File: src/rtl/ci_tx_ctrl.sv
module ci_tx_ctrl #(
  parameter int CODE_W  = 4,
  parameter int REPEATS = 2
) (
  input  logic       clk,
  input  logic       rst_n,
  input  logic       wr_en,
  input  logic [7:0] wdata,
  input  logic       rd_en,
  output logic [7:0] rdata,
  output logic       ack,
  input  logic       irq_en,
  output logic       irq,
  input  logic       fsync,
  input  logic       slot_en,
  output logic       ci_out
);
  localparam int IDX_W = (CODE_W > 1) ? $clog2(CODE_W) : 1;
  localparam int CNT_W = $clog2(REPEATS + 1);

  logic [CODE_W-1:0] code, line_code;
  logic [IDX_W-1:0]  idx;
  logic [CNT_W-1:0]  cnt;
  logic              ready, pend, armed, driven;

  wire start     = wr_en && !ready && wdata[CODE_W];
  wire slot_last = slot_en && (idx == IDX_W'(CODE_W - 1));
  wire done      = fsync && ready && driven && (cnt == CNT_W'(REPEATS - 1));

  always_ff @(posedge clk) begin
    if (!rst_n) begin
      code <= '0; line_code <= '0; ready <= 1'b0; ack <= 1'b0;
      pend <= 1'b0; armed <= 1'b0; driven <= 1'b0; cnt <= '0; idx <= '0;
    end else begin
      if (fsync) idx <= '0;
      else if (slot_en) idx <= slot_last ? '0 : idx + 1'b1;

      if (start) begin
        code      <= wdata[CODE_W-1:0];
        line_code <= wdata[CODE_W-1:0];
        ready     <= 1'b1;
        ack       <= 1'b0;
        cnt       <= '0;
        driven    <= 1'b0;
        armed     <= 1'b0;
      end else begin
        if (wr_en && !ready) code <= wdata[CODE_W-1:0];
        if (slot_en && idx == '0) armed <= ready;
        if (fsync) driven <= 1'b0;
        else if (slot_last && armed && ready) driven <= 1'b1;
        if (fsync && ready) cnt <= done ? '0 : (driven ? cnt + 1'b1 : '0);
        if (done) begin
          ready <= 1'b0;
          ack   <= 1'b1;
        end
      end

      if (done) pend <= 1'b1;
      else if (rd_en) pend <= 1'b0;
    end
  end

  assign rdata  = {{(7 - CODE_W){1'b0}}, ready, code};
  assign irq    = pend & irq_en;
  assign ci_out = slot_en ? line_code[IDX_W'(CODE_W - 1) - idx] : 1'b1;


  ready_fall_ack_chk: assert property (@(posedge clk) disable iff (!rst_n)
    $fell(ready) |-> ack);

  ack_ready_excl_chk: assert property (@(posedge clk) disable iff (!rst_n)
    ack |-> !ready);

  code_hold_chk: assert property (@(posedge clk) disable iff (!rst_n)
    (ready && $past(ready)) |-> (code == $past(code)));

  irq_mask_chk: assert property (@(posedge clk) disable iff (!rst_n)
    irq |-> irq_en);

  pend_rise_chk: assert property (@(posedge clk) disable iff (!rst_n)
    $rose(pend) |-> $rose(ack));
endmodule

File: config.mk
export PLATFORM = sky130hd
export DESIGN_NAME = ci_tx_ctrl
export DESIGN_NICKNAME = d
export VERILOG_FILES = /design/src/rtl/ci_tx_ctrl.sv
export SDC_FILE = /design/constraint.sdc
export NUM_CORES = 1
export LEC_CHECK = 0
export BUFFER_PORTS_ARGS = -buffer_cell sky130_fd_sc_hd__buf_4
export CORE_MARGIN = 3
export CORE_UTILIZATION = 43
export CTS_CLUSTER_DIAMETER = 80
export DETAILED_ROUTE_END_ITERATION = 6
export GPL_TIMING_DRIVEN = 0
export PLACE_DENSITY = 0.8
export SYNTH_ARGS = -nofsm -noshare
export SYNTH_HDL_FRONTEND = slang
export SYNTH_SLANG_ARGS = --single-unit
File: constraint.sdc
create_clock -name clk -period 1.4 [get_ports clk]
set_input_delay 0.28 -clock clk [delete_from_list [all_inputs] [get_ports clk]]
set_output_delay 0.28 -clock clk [all_outputs]
set_load 0.005 [all_outputs]
==> results.cfg <==
[status]
status = finished with violations
violations = setup timing

[layout]
layout-drive-gt1-share_pct = 32.4
fillerInstances = 143
nNetsFinal = 127
diodes = 0
stdcell_count = 132
seqCellArea_um2 = 344
multi_input_area_um2 = 397
synthToLayoutAreaGrowth_pct = 30.8

[place]
dp_cells = 127
port-buffer-count = 19
gp_congestion = 0.705
post-dp-hpwl_mm = 1.05

[routing]
ant_nets = 0
vias_per_cell = 4.82
firstDrtPassIters = 4
drc = 0
drt_iter0_drc = 5
drt_wl_total_mm = 1.36
wl_per_cell_um = 10.3
vias = 636

[timing]
finalHoldViolCount = 0
fmax_mhz = 599
setup_ws_ps = -269
fin_crit_sh_pct = 119
fin_skew_ps = 1.58
drv_slew = 0
holdWs_ps = 259
fin_tns_setup_ps = -269
setup_viol = 1
min_period_ps = 1670
rsz0062_at_grt = yes

[synthesis]
synth.area.top_cells = dfxtp_1 (44%), mux2i_1 (7.8%), a21boi_0 (5.9%), nand2_1 (5.4%), ha_1 (4.9%)
synth-async-reset-ratio_pct = 0
synth_ff_type = dfxtp_1
ys_types = 23
syn_area_um2 = 768
synth_area_per_cell_um2 = 9.37
yosysTopAreaCellShare_pct = 44.3
synth_common_cells = dfxtp_1 (17), nand2_1 (11), a21boi_0 (6), mux2i_1 (6), nand3_1 (5)
synth_warnings = 0
syn_inst = 82
ys_seq_area_share_pct = 44.3
synth_edf_count = 0
yosys.cell_count.top_type = dfxtp_1
ys_ff_latch = 17
yosysTopAreaCell = dfxtp_1

[floorplanning]
die_y_um = 48.3
fp-row-count = 14
core_area_um2 = 1590
dieArea_um2 = 2330
ios = 26
start_util_pct = 48.2
die_x_um = 48.3

[power_and_ir_drop]
leakagePower_nw = 0.425
power_frac_seq_pct = 57.3
power.share.combinational_pct = 14.4
cellPowerDensity_nw_per_um2 = 894
internal_power_mw = 0.689
total_power_mw = 0.898
peakVddDrop_v = 0.000639
clkPwrFrac_pct = 28.3
switchingPower_mw = 0.209
swShare_pct = 23.3

[setup_path]
crit_required_ps = 1120
cp-start-kind = flop
critPathKind = flop to primary output
crit_chain = mux4_2 -> nand2b_4 -> buf_6
crit_path_max_fanout = 2
slowest_stage = mux4_2
max_stage_delay_ps = 500
endpoint_kind = primary output
cp.arrival_ps = 1390

[global_routing]
grt_pass1_vias = 585
grt_first_pass_wirelength_mm = 2.28
grt_overflow = 0
grt_max_degree = 11
antenna_found_initial = 0
grt_use_total_pct = 14.3

[clock_tree]
insertion_delay_ps = 280
clk_path_buf_depth = 2
htree_num_levels = 1
cts_tree = built
clk_pin_slew_ps = 90
cts_buffers = 3
clk_root_buffer_cell = clkbuf_4
clock_sinks = 17
cts_hold_buf = 0

[hold_path]
holdCritPathClass = primary input to flop

[run]
drv_cap = 0
## through the flow
stage	area, µm²	worst slack (ps)	util [%]
after floorplan	776	115	-
after global placement	948	-42.8	59.5
after detailed placement	948	-48.8	59.5
after CTS	995	-281	62.4
after global routing	1000	-308	63.0
final	1000	-269	63.0
## power groups by stage
stage	registers, mW	logic [mW]	clock network [mW]
final	0.514	0.130	0.254
after global routing	0.518	0.146	0.284
after CTS	0.514	0.130	0.263
after detailed placement	0.525	0.125	0
after global placement	0.525	0.121	0
after floorplan	0.523	0.0663	0
## final timing paths
| check | startpoint | to | slack [ps] | cells past startpoint |
|---|---|---|---|---|
| setup / recovery | idx[1]$_SDFFE_PP0P_ | ci_out | -270 | 3 |
| hold / removal | rd_en | pend$_SDFFE_PN0P_ | 260 | 3 |
| setup reg to reg | cnt[1]$_SDFFE_PP0N_ | cnt[1]$_SDFFE_PP0N_ | 60 | 4 |
| hold reg to reg | ack$_SDFFE_PP0P_ | ack$_SDFFE_PP0P_ | 450 | 2 |
## cell type report
type / count / area share (%)
plain buffers: 6 / 3.86
clock buffers: 4 / 2.62
inverters: 4 / 1.49
multi-input cells: 57 / 39.5
flip-flops and latches: 17 / 34.2
well taps: 24 / 2.99
repair buffers: 20 / 15.3
## sequential cells by signal, summed over array words and instances, names as in the netlist
name	count
code	4
line_code	4
cnt	2
idx	2
ack	1
armed	1
driven	1
pend	1
ready	1
## cell usage in the layout, fill, tap and decap left out
cell type  instances
nor2_1             3
inv_1              4
a21oi_1            3
a21boi_0           6
nor3b_1            1
clkbuf_1           2
buf_4             23
or4b_1             1
or4b_4             1
nand2b_1           2
clkbuf_4           3
nand2_1           11
nand2b_4           1
ha_1               3
a21oi_2            1
nor2b_1            4
dfxtp_1           14
a41oi_1            1
nand3_1            5
and2_1             1
conb_1             3
dfxtp_2            3
buf_6              1
nand4_1            1
mux2i_1            6
mux4_2             1
buf_2              1
and2b_1            1
nand3b_1           1
## worst max-delay path: cells and delay by family, from the launching register on
family | cells | cell delay [ps]
buffers and inverters | 1 | 110
flip-flops | 1 | 350
multiplexers | 1 | 500
AND/OR/NAND/NOR | 1 | 150
## cells by family after synthesis
group	synth area share [%]
other cells	0.488
mux	10.7
fa+ha+maj	4.89
compound gates	9.61
buf+inv	7.00
simple gates	23.0
flops	44.3
## what timing repair did
item,4_1_cts,5_1_grt
setup endpoints to repair,1,2
setup buffers,1,0
gates resized for setup,3,4
## layer usage
metal | vias to the layer above | routed length [µm] | global-route usage, %
met5 | - | 0 | 0
met4 | 0 | 33 | 9.68
met3 | 5 | 97 | 3.69
met2 | 19 | 655 | 24.2
li1 | 326 | - | -
met1 | 286 | 571 | 15.5
(Power assumes the default switching activity.)
